==> config.mk <==
export PLATFORM = sky130hd
export DESIGN_NAME = fwd_stall_unit
export DESIGN_NICKNAME = d
export VERILOG_FILES = /design/src/rtl/hz_pkg.sv /design/src/rtl/hz_ctrl_pipe.sv /design/src/rtl/hz_fwd_sel.sv /design/src/rtl/hz_load_interlock.sv /design/src/rtl/fwd_stall_unit.sv
export SDC_FILE = /design/constraint.sdc
export NUM_CORES = 1
export LEC_CHECK = 0
export BUFFER_PORTS_ARGS = -buffer_cell sky130_fd_sc_hd__buf_2
export CORE_ASPECT_RATIO = 0.5
export CORE_UTILIZATION = 30
export CTS_BUF_LIST = sky130_fd_sc_hd__clkbuf_4 sky130_fd_sc_hd__clkbuf_8 sky130_fd_sc_hd__clkbuf_16
export CTS_CLUSTER_SIZE = 30
export DETAILED_ROUTE_END_ITERATION = 6
export PLACE_DENSITY = 0.59
export SYNTH_ARGS = -nofsm -noshare
export SYNTH_HDL_FRONTEND = slang
export SYNTH_SLANG_ARGS = --single-unit
==> constraint.sdc <==
create_clock -name clk -period 1.8 [get_ports clk]
set_clock_uncertainty 0.1 [all_clocks]
set_input_delay 0.27 -clock clk [delete_from_list [all_inputs] [get_ports clk]]
set_output_delay 0.27 -clock clk [all_outputs]
set_load 0.1 [all_outputs]
==> src/rtl/hz_pkg.sv <==
package hz_pkg;
  localparam int unsigned REG_AW = 5;
  localparam int unsigned N_SRC  = 2;

  typedef enum logic [1:0] {
    SEL_RF  = 2'b00,
    SEL_WB  = 2'b01,
    SEL_EXM = 2'b10
  } opsel_e;

  typedef struct packed {
    logic [N_SRC-1:0][REG_AW-1:0] src;
    logic [REG_AW-1:0]            rd;
    logic                         we;
    logic                         ld;
  } ctl_t;

  typedef struct packed {
    logic [REG_AW-1:0] rd;
    logic              we;
    logic              ld;
  } dst_t;

  localparam ctl_t CTL_NOP = '0;
endpackage

==> src/rtl/hz_ctrl_pipe.sv <==
module hz_ctrl_pipe
  import hz_pkg::*;
(
  input  logic              clk,
  input  logic              rst_n,
  input  ctl_t              dr_ctl,
  input  logic              bubble,
  output ctl_t              ex_ctl,
  output dst_t              mem_dst,
  output logic [REG_AW-1:0] wb_rd,
  output logic              wb_we
);
  ctl_t              ex_d, ex_q;
  dst_t              mem_d, mem_q;
  logic [REG_AW-1:0] wb_rd_d, wb_rd_q;
  logic              wb_we_d, wb_we_q;

  always_comb begin
    ex_d    = bubble ? CTL_NOP : dr_ctl;
    mem_d   = '{rd: ex_q.rd, we: ex_q.we, ld: ex_q.ld};
    wb_rd_d = mem_q.rd;
    wb_we_d = mem_q.we;
  end

  always_ff @(posedge clk or negedge rst_n) begin
    if (!rst_n) begin
      ex_q    <= CTL_NOP;
      mem_q   <= '0;
      wb_rd_q <= '0;
      wb_we_q <= 1'b0;
    end else begin
      ex_q    <= ex_d;
      mem_q   <= mem_d;
      wb_rd_q <= wb_rd_d;
      wb_we_q <= wb_we_d;
    end
  end

  assign ex_ctl  = ex_q;
  assign mem_dst = mem_q;
  assign wb_rd   = wb_rd_q;
  assign wb_we   = wb_we_q;
endmodule

==> src/rtl/hz_fwd_sel.sv <==
module hz_fwd_sel
  import hz_pkg::*;
(
  input  logic [N_SRC-1:0][REG_AW-1:0] ex_src,
  input  logic [REG_AW-1:0]            mem_rd,
  input  logic                         mem_we,
  input  logic [REG_AW-1:0]            wb_rd,
  input  logic                         wb_we,
  output logic [N_SRC-1:0][1:0]        sel
);
  logic mem_live, wb_live;

  assign mem_live = mem_we && (mem_rd != '0);
  assign wb_live  = wb_we  && (wb_rd  != '0);

  for (genvar i = 0; i < N_SRC; i++) begin : g_src
    logic hit_mem, hit_wb;
    opsel_e s;
    assign hit_mem = mem_live && (mem_rd == ex_src[i]);
    assign hit_wb  = wb_live  && (wb_rd  == ex_src[i]);
    always_comb begin
      if (hit_mem)     s = SEL_EXM;
      else if (hit_wb) s = SEL_WB;
      else             s = SEL_RF;
    end
    assign sel[i] = s;
  end
endmodule

==> src/rtl/hz_load_interlock.sv <==
module hz_load_interlock
  import hz_pkg::*;
(
  input  logic [N_SRC-1:0][REG_AW-1:0] dr_src,
  input  logic [REG_AW-1:0]            ex_rd,
  input  logic                         ex_we,
  input  logic                         ex_ld,
  output logic                         stall
);
  logic [N_SRC-1:0] hit;
  logic             ld_live;

  assign ld_live = ex_ld && ex_we && (ex_rd != '0);

  for (genvar i = 0; i < N_SRC; i++) begin : g_hit
    assign hit[i] = (dr_src[i] == ex_rd);
  end

  assign stall = ld_live && (|hit);
endmodule

==> src/rtl/fwd_stall_unit.sv <==
module fwd_stall_unit
  import hz_pkg::*;
(
  input  logic              clk,
  input  logic              rst_n,
  input  logic [REG_AW-1:0] dr_rs1,
  input  logic [REG_AW-1:0] dr_rs2,
  input  logic [REG_AW-1:0] dr_rd,
  input  logic              dr_wr_en,
  input  logic              dr_is_load,
  output logic [1:0]        op_a_sel,
  output logic [1:0]        op_b_sel,
  output logic              load_stall,
  output logic              pc_en,
  output logic              ifdr_en,
  output logic              drex_clr
);
  ctl_t                  dr_ctl, ex_ctl;
  dst_t                  mem_dst;
  logic [REG_AW-1:0]     wb_rd;
  logic                  wb_we;
  logic                  stall;
  logic [N_SRC-1:0][1:0] sel;
  logic                  ex_we, mem_ld;

  always_comb begin
    dr_ctl        = CTL_NOP;
    dr_ctl.src[0] = dr_rs1;
    dr_ctl.src[1] = dr_rs2;
    dr_ctl.rd     = dr_rd;
    dr_ctl.we     = dr_wr_en;
    dr_ctl.ld     = dr_is_load;
  end

  hz_ctrl_pipe u_pipe (
    .clk     (clk),
    .rst_n   (rst_n),
    .dr_ctl  (dr_ctl),
    .bubble  (stall),
    .ex_ctl  (ex_ctl),
    .mem_dst (mem_dst),
    .wb_rd   (wb_rd),
    .wb_we   (wb_we)
  );

  hz_fwd_sel u_fwd (
    .ex_src (ex_ctl.src),
    .mem_rd (mem_dst.rd),
    .mem_we (mem_dst.we),
    .wb_rd  (wb_rd),
    .wb_we  (wb_we),
    .sel    (sel)
  );

  hz_load_interlock u_lock (
    .dr_src (dr_ctl.src),
    .ex_rd  (ex_ctl.rd),
    .ex_we  (ex_ctl.we),
    .ex_ld  (ex_ctl.ld),
    .stall  (stall)
  );

  assign ex_we      = ex_ctl.we;
  assign mem_ld     = mem_dst.ld;
  assign op_a_sel   = sel[0];
  assign op_b_sel   = sel[1];
  assign load_stall = stall;
  assign drex_clr   = stall;
  assign pc_en      = ~stall;
  assign ifdr_en    = ~stall;
endmodule

==> impl_metrics.toml, run 1 <==
[routing]
wirelength_mm = 2.99
drcViolationCount = 0
via_per_inst = 4.44
dr_total_vias = 960
ant_nets = 0
drtIter0Drc = 19
first_pass_iters = 3
drt-wirelength-per-cell_um = 13.8

[setup_path]
critPathCapture = "op_a_sel[0]"
crit_chain = "xor2_1 > or4_4 > nor4_4 > buf_12"
path_class = "flip-flop to output pin"
end_kind = "output pin"
cp_max_fo = 3
arrival_ns = 1.96
worst-path-buf-inv = 1
crit_family = "simple AND/OR/NAND/NOR gates"
r2r_cells = 4
r2r-end = "u_pipe.ex_ctl[16]$_DFF_PN0_"
timing.critical_path.required_ns = 1.43
critical_path_depth = 4
reg2reg_slack_ns = 0.08
slowest_delay_ns = 0.55
cp_slowest_cell = "or4_4"
critPathLaunch = "u_pipe.wb_rd[0]$_DFF_PN0_"
r2r-start = "u_pipe.ex_ctl[2]$_DFF_PN0_"
worstSetupStartpointType = "flip-flop"

[timing]
fin_crit_sh_pct = 129
rsz0062_at_grt = "yes"
timing.fmax_ghz = 0.429
maxSlewHeadroom_pct = 59.2
tightest_slew_ns = 0.612
setup_ws_ns = -0.530
maxSlewViolCount = 0
setup_viol = 8
fin_crit_ns = 2.33
hold_viol_final = 0

[logic_synthesis]
seq_area_frac_synth_pct = 53.6
synth-edff-count = 0
netlist_area_um2 = 1360
synth-seq-cells = 29
ys_async_sr_fraction_pct = 100
ys_warn_count = 0
syn_nets = 122
avgSynthCellArea_um2 = 13.2
synthDistinctLibCells = 19
synthCells = 103
ys.flop_type = "dfrtp_1"

[floorplanning]
rows = 16
start_util_pct = 33.0
io_pins = 27
fp.dieW_um = 97.0
die_h_um = 49.5
dieArea_um2 = 4810
core_um2 = 4100

[outcome]
violations = "negative setup slack"
status = "complete, but fails checks"

[clock_network]
cts_tree = "done"
worstSkewPairLatency_ns = 0.27
clock-sinks = 29
root_buffer = "clkbuf_8"
htreeDepth = 2
cts.path.max_buffers = 2
cts_buffers = 5
path_clk_slew_ns = 0.06

[finish]
num_antenna_cells = 0
fin_nets = 180
layout_commonest_cell = "dfrtp_1"
layout-area-overhead-vs-synth_pct = 60.8
drive_gt1_share_pct = 60.5
mostFrequentLayoutCells = "dfrtp_1 (28), buf_4 (26), buf_2 (18)"
final_area_um2 = 2180

[global_route]
grt-ovfl-total = 0
grt_max_degree = 30
grt_pass1_vias = 1078
grt_antenna_before_repair = 0
grt_pass1_wl_mm = 5.02
grt_usage_pct = 14.0

[power_and_ir_drop]
p_leak_uw = 0.000937
finalPower_uw = 1770
p_per_area_nw_per_um2 = 814
vdd_ir_drop_max_uv = 390

[placed_design]
numPortBuffers = 26
gp_congestion = 0.781
dp_slack_ns = -0.239
placed_cell_area_um2 = 1830
dp_hpwl_mm = 2.11

[hold_path]
hold_path.class = "primary input to flip-flop"

[flow_run]
max_cap_viol_count = 0
-- sequential cells by signal, indices dropped and copies added (netlist names) --
name,count
u_pipe.wb_we_d,1
u_pipe.ex_ctl,17
u_pipe.wb_rd_d,5
u_pipe.wb_we,1
u_pipe.wb_rd,5
-- cell families after synthesis --
logic type | after synthesis | synth area share (%)
buffers and inverters | 6 | 3.42
DFF | 29 | 53.6
AOI/OAI and AO/OA | 21 | 15.4
xor gates and xnor gates | 30 | 19.4
and+or+nand+nor | 17 | 8.22
-- cells in the mapped netlist, types with 2 or more instances --
| cell type | n | area (um^2) |
|---|---|---|
| nand3_1 | 4 | 20.0 |
| nor4_2 | 2 | 25.0 |
| a21boi_2 | 9 | 101 |
| dfrtp_1 | 29 | 726 |
| or4_1 | 4 | 30.0 |
| xor2_1 | 14 | 123 |
| nor4_1 | 2 | 12.5 |
| nand2_1 | 3 | 11.3 |
| buf_4 | 4 | 30.0 |
| xnor2_1 | 16 | 140 |
| a21boi_0 | 8 | 60.1 |
-- stage by stage --
stage	utilization (%)	cells	setup TNS, ns	hold slack [ns]
6_report	53.1	216	-3.12	0.141
5_1_grt	53.1	216	-3.65	0.131
4_1_cts	50.9	214	-3.10	0.134
3_5_place_dp	44.5	198	-1.05	0.216
3_3_place_gp	44.5	198	-1.10	0.213
2_1_floorplan	-	103	-2.15	-0.126
-- final cells by class --
type                       instances  area [um^2]
sequential                        29          727
tap                               54         67.6
clock buffer                       7         90.1
multi-input combinational         68          764
clock inverter                     1         30.0
fill                             351         1920
timing repair buffer              57          500
-- report_power, final --
part           internal [uW]  switching (uW)
Clock                    465             234
Sequential               692            39.9
Combinational            173             170
Total                   1330             443
-- worst min path at each step --
stage,start,to,slack (ns),cells past startpoint
after CTS,dr_is_load,u_pipe.ex_ctl[0]$_DFF_PN0_,0.13,2
after global placement,rst_n,u_pipe.ex_ctl[5]$_DFF_PN0_,0.21,1
after detailed placement,rst_n,u_pipe.ex_ctl[5]$_DFF_PN0_,0.22,1
after floorplan,rst_n,u_pipe.ex_ctl[0]$_DFF_PN0_,-0.13,0
after global routing,dr_is_load,u_pipe.ex_ctl[0]$_DFF_PN0_,0.13,2
final,dr_rd[3],u_pipe.ex_ctl[5]$_DFF_PN0_,0.14,2
-- metal layers --
| metal | vias up | GRT usage, % | routed length, um |
|---|---|---|---|
| li1 | 469 | - | - |
| met1 | 466 | 16.8 | 1320 |
| met2 | 20 | 23.2 | 1530 |
| met3 | 5 | 5.11 | 108 |
| met4 | 0 | 5.22 | 35 |
| met5 | - | 0 | 0 |
-- timing repair --
item | CTS | global route
gates resized for setup | 14 | 12
hold endpoints to repair | 29 | 0
setup endpoints to repair | 8 | 9
cloned | 0 | 0
hold buffers | 1 | 0
pin swaps | 5 | 8
buffers inserted | 7 | 2
Note: power is estimated with default switching activity, not from simulation.
==> run 2, diff against run 1 <==
MAX_ROUTING_LAYER = met4   (was default)
==> impl_metrics.toml, run 2 (synthesis gave the netlist of run 1 again) <==
[outcome]
status = "complete, but fails checks"
violations = "negative setup slack"

[routing]
drtIter0Drc = 14
drt-wirelength-per-cell_um = 14.0
ant_nets = 0
first_pass_iters = 3
dr_total_vias = 959
via_per_inst = 4.44
wirelength_mm = 3.01
drcViolationCount = 0

[placed_design]
dp_hpwl_mm = 2.11
dp.cells = 198
numPortBuffers = 26
gp_congestion = 0.792

[timing]
maxSlewHeadroom_pct = 59.1
fin_setup_tns_ns = -3.11
maxSlewViolCount = 0
holdWs_ns = 0.139
rsz0062_at_grt = "yes"
fin_crit_ns = 2.33
setup_ws_ns = -0.533
setup_viol = 8
tightest_slew_ns = 0.614
timing.fmax_ghz = 0.429
hold_viol_final = 0
fin_crit_sh_pct = 130

[global_route]
grt_pass1_vias = 1080
grt_antenna_before_repair = 0
grt_pass1_wl_mm = 5.00
grt-ovfl-total = 0
grt_usage_pct = 14.3
grt_max_degree = 30

[finish]
num_antenna_cells = 0
layout_commonest_cell = "dfrtp_1"
drive_gt1_share_pct = 60.5
mostFrequentLayoutCells = "dfrtp_1 (28), buf_4 (26), buf_2 (18)"
fill_cells = 351
final_cells = 216
fin_nets = 180
largest_reg_flops = 17
layout-area-overhead-vs-synth_pct = 60.8

[floorplanning]
rows = 16
core_um2 = 4100
die_h_um = 49.5
fp.dieW_um = 97.0
io_pins = 27
start_util_pct = 33.0
dieArea_um2 = 4810

[setup_path]
end_kind = "output pin"
arrival_ns = 1.96
timing.critical_path.required_ns = 1.43
worstSetupStartpointType = "flip-flop"
path_class = "flip-flop to output pin"
cp_max_fo = 3

[flow_run]
max_cap_viol_count = 0

[clock_network]
worstSkewPairLatency_ns = 0.28
cts_buffers = 5
path_clk_slew_ns = 0.06
cts_tree = "done"
root_buffer = "clkbuf_8"
cts.path.max_buffers = 2
clock-sinks = 29
htreeDepth = 2

[power_and_ir_drop]
vdd_ir_drop_max_uv = 391
p_leak_uw = 0.000937
p_per_area_nw_per_um2 = 816

[hold_path]
hold_path.class = "primary input to flip-flop"
[run 2: cell counts in the layout (fill, tap and decap cells not counted)]
No cell type changed its count.
[run 2: worst paths after layout]
check	startpoint	endpoint	slack [ns]	depth (start not counted)
max	u_pipe.wb_rd[0]$_DFF_PN0_	op_a_sel[0]	-0.53	4
min	dr_rd[3]	u_pipe.ex_ctl[5]$_DFF_PN0_	0.14	2
max reg2reg	u_pipe.ex_ctl[2]$_DFF_PN0_	u_pipe.ex_ctl[16]$_DFF_PN0_	0.08	4
min reg2reg	u_pipe.ex_ctl[1]$_DFF_PN0_	u_pipe.wb_we_d$_DFF_PN0_	0.30	0
max in group asynchronous	rst_n	u_pipe.ex_ctl[4]$_DFF_PN0_	0.72	2
min in group asynchronous	rst_n	u_pipe.ex_ctl[5]$_DFF_PN0_	0.44	2
[run 2: metrics by stage]
step | power (uW) | worst slack, ns | instance area [um^2] | utilization (%)
2_1_floorplan | 900 | -0.762 | 1430 | -
3_3_place_gp | 1010 | -0.289 | 1830 | 44.5
3_5_place_dp | 1010 | -0.239 | 1830 | 44.5
4_1_cts | 1760 | -0.540 | 2090 | 50.9
5_1_grt | 1860 | -0.613 | 2180 | 53.1
6_report | 1780 | -0.533 | 2180 | 53.1
[run 2: layout make-up]
cell class	instances	area, um^2	share of cell area, %
Multi-Input combinational cell	68	764	35.1
Clock inverter	1	30.0	1.38
Sequential cell	29	727	33.4
Clock buffer	7	90.1	4.13
Tap cell	54	67.6	3.10
Timing Repair Buffer	57	500	23.0
[run 2: what timing repair did]
action,in CTS,in global routing
hold endpoints to repair,29,0
endpoints found under the setup margin,8,9
buffers inserted,7,2
gates resized for setup,14,12
hold buffers,1,0
pin swaps,5,8
[run 2: critical path, stage by stage, from the launching register on]
cell and delay, ns:
dfrtp_1 0.42, xor2_1 0.17, or4_4 0.55, nor4_4 0.33, buf_12 0.21
[run 2: power breakdown]
part	switching (uW)	internal [uW]	total [uW]
clock	237	466	703
combinational	170	173	343
sequential	40.1	692	732
[run 2: metal layers]
layer	share of wire (%)	GRT usage (%)	vias to the layer above
met5	0	-	-
met4	0.90	5.97	0
met3	3.5	4.26	3
met2	51	23.5	22
met1	44	16.6	465
li1	-	-	469
==> run 3, diff against run 2 <==
CORE_MARGIN = 1.5   (was default)
SETUP_SLACK_MARGIN = 0.1   (was default)
==> impl_metrics.toml, run 3 (synthesis gave the netlist of run 1 again) <==
[finish]
num_antenna_cells = 0
layout_commonest_cell = "dfrtp_1"
mostFrequentLayoutCells = "dfrtp_1 (29), buf_4 (22), buf_2 (18)"
fin_nets = 180
largest_reg_flops = 17
final_area_um2 = 2180
layout-area-overhead-vs-synth_pct = 61.1
drive_gt1_share_pct = 64.8

[setup_path]
crit_chain = "xor2_1 > or4_4 > nor4_4 > buf_12"
path_class = "flip-flop to output pin"
timing.critical_path.required_ns = 1.43
cp_slowest_cell = "or4_4"
cp_max_fo = 3
critPathLaunch = "u_pipe.wb_rd[1]$_DFF_PN0_"
slowest_delay_ns = 0.54
r2r-start = "u_pipe.ex_ctl[3]$_DFF_PN0_"
worstSetupStartpointType = "flip-flop"
arrival_ns = 1.92
end_kind = "output pin"
reg2reg_slack_ns = -0.12

[outcome]
violations = "negative setup slack"
status = "complete, but fails checks"

[power_and_ir_drop]
combPwrFrac_pct = 22.1
finalPower_uw = 1590
p_int_uw = 1140
p_switching_uw = 450
swShare_pct = 28.4
pwr-share-clk_pct = 32.0
p_seq_share_pct = 45.9
p_leak_uw = 0.000931
vdd_ir_drop_max_uv = 246
p_per_area_nw_per_um2 = 726

[global_route]
grt_pass1_wl_mm = 4.55
grt_usage_pct = 12.7
grt_max_degree = 30
grt_pass1_vias = 972
grt_antenna_before_repair = 0
grt-ovfl-total = 0

[routing]
drt-wirelength-per-cell_um = 12.1
dr_total_vias = 939
drcViolationCount = 0
first_pass_iters = 4
via_per_inst = 4.29
wirelength_mm = 2.66
ant_nets = 0
drtIter0Drc = 20

[clock_network]
worstSkewPairLatency_ns = 0.28
root_buffer = "clkbuf_8"
cts.path.max_buffers = 2
path_clk_slew_ns = 0.06
cts_buffers = 5
clock-sinks = 29
htreeDepth = 2
cts_tree = "done"

[timing]
maxSlewViolCount = 0
fin_crit_sh_pct = 127
tightest_slew_ns = 0.606
timing.fmax_ghz = 0.436
rsz0062_at_grt = "yes"
maxSlewHeadroom_pct = 59.6
holdWs_ns = 0.128
fin_setup_tns_ns = -3.69
setup_viol = 20
fin_crit_ns = 2.29
setup_ws_ns = -0.492
hold_viol_final = 0

[placed_design]
dp_hpwl_mm = 2.09
placed_cell_area_um2 = 1870
gp_congestion = 0.783
numPortBuffers = 26

[floorplanning]
core_um2 = 4360
rows = 17
io_pins = 27
start_util_pct = 31.1
die_h_um = 50.5
dieArea_um2 = 4950
fp.dieW_um = 98.0

[flow_run]
max_cap_viol_count = 0

[hold_path]
holdCritStartpoint = "dr_rd[2]"
hold_path.class = "primary input to flip-flop"
## run 3: cell types whose count changed in the layout (fill, tap and decap cells not counted), moves of 2 or more
cell | before | now
clkinv_2 | 0 | 2
buf_4 | 26 | 22
buf_6 | 4 | 7
a21boi_2 | 9 | 17
a21boi_0 | 7 | 0
## run 3: power by group through the flow
stage	registers [uW]	logic (uW)	clock network [uW]
finish	728	351	507
global route	732	380	562
CTS	728	327	520
detailed placement	738	284	0
global placement	736	281	0
floorplan	736	169	0
## run 3: worst max-delay path, delay by kind of cell, from the launching register on
| kind | cells | cell delay [ns] |
|---|---|---|
| AND/OR/NAND/NOR | 2 | 0.87 |
| XOR/XNOR | 1 | 0.15 |
| flip-flops | 1 | 0.41 |
| buffers and inverters | 1 | 0.21 |
## run 3: final cells by class
type                    count  area [um^2]
fillers                   375         2180
multi-input cells          68          781
flip-flops and latches     29          726
repair buffers             57          519
well taps                  57         71.3
clock buffers               5         68.8
clock inverters             3         17.5
## run 3: final timing paths
check | end | depth (start not counted)
worst max-delay path | op_a_sel[0] | 4
worst min-delay path | u_pipe.ex_ctl[4]$_DFF_PN0_ | 2
worst max register to register | u_pipe.ex_ctl[15]$_DFF_PN0_ | 7
worst min register to register | u_pipe.wb_we_d$_DFF_PN0_ | 0
max in group asynchronous | u_pipe.ex_ctl[0]$_DFF_PN0_ | 2
min in group asynchronous | u_pipe.wb_rd_d[0]$_DFF_PN0_ | 2
## run 3: per-layer routing
metal,part of all wire [%],track usage (%),vias to the layer above
met2,49,19.3,16
met4,1.5,5.00,0
met5,0,-,-
met3,2.8,3.76,4
met1,47,16.0,452
li1,-,-,467
## run 3: timing repair
item	4_1_cts	5_1_grt
setup buffers	4	2
pin swaps	14	8
setup endpoints to repair	12	25
endpoints found under the hold margin	29	0
hold buffers	1	0
gates resized for setup	26	17
## run 3: stage by stage
step           worst slack, ns  utilization (%)  instances
6_report                -0.492             50.1        219
5_1_grt                 -0.584             50.1        219
4_1_cts                 -0.519             48.1        218
3_5_place_dp            -0.213             43.0        205
3_3_place_gp            -0.192             43.0        205
2_1_floorplan           -0.762                -        103
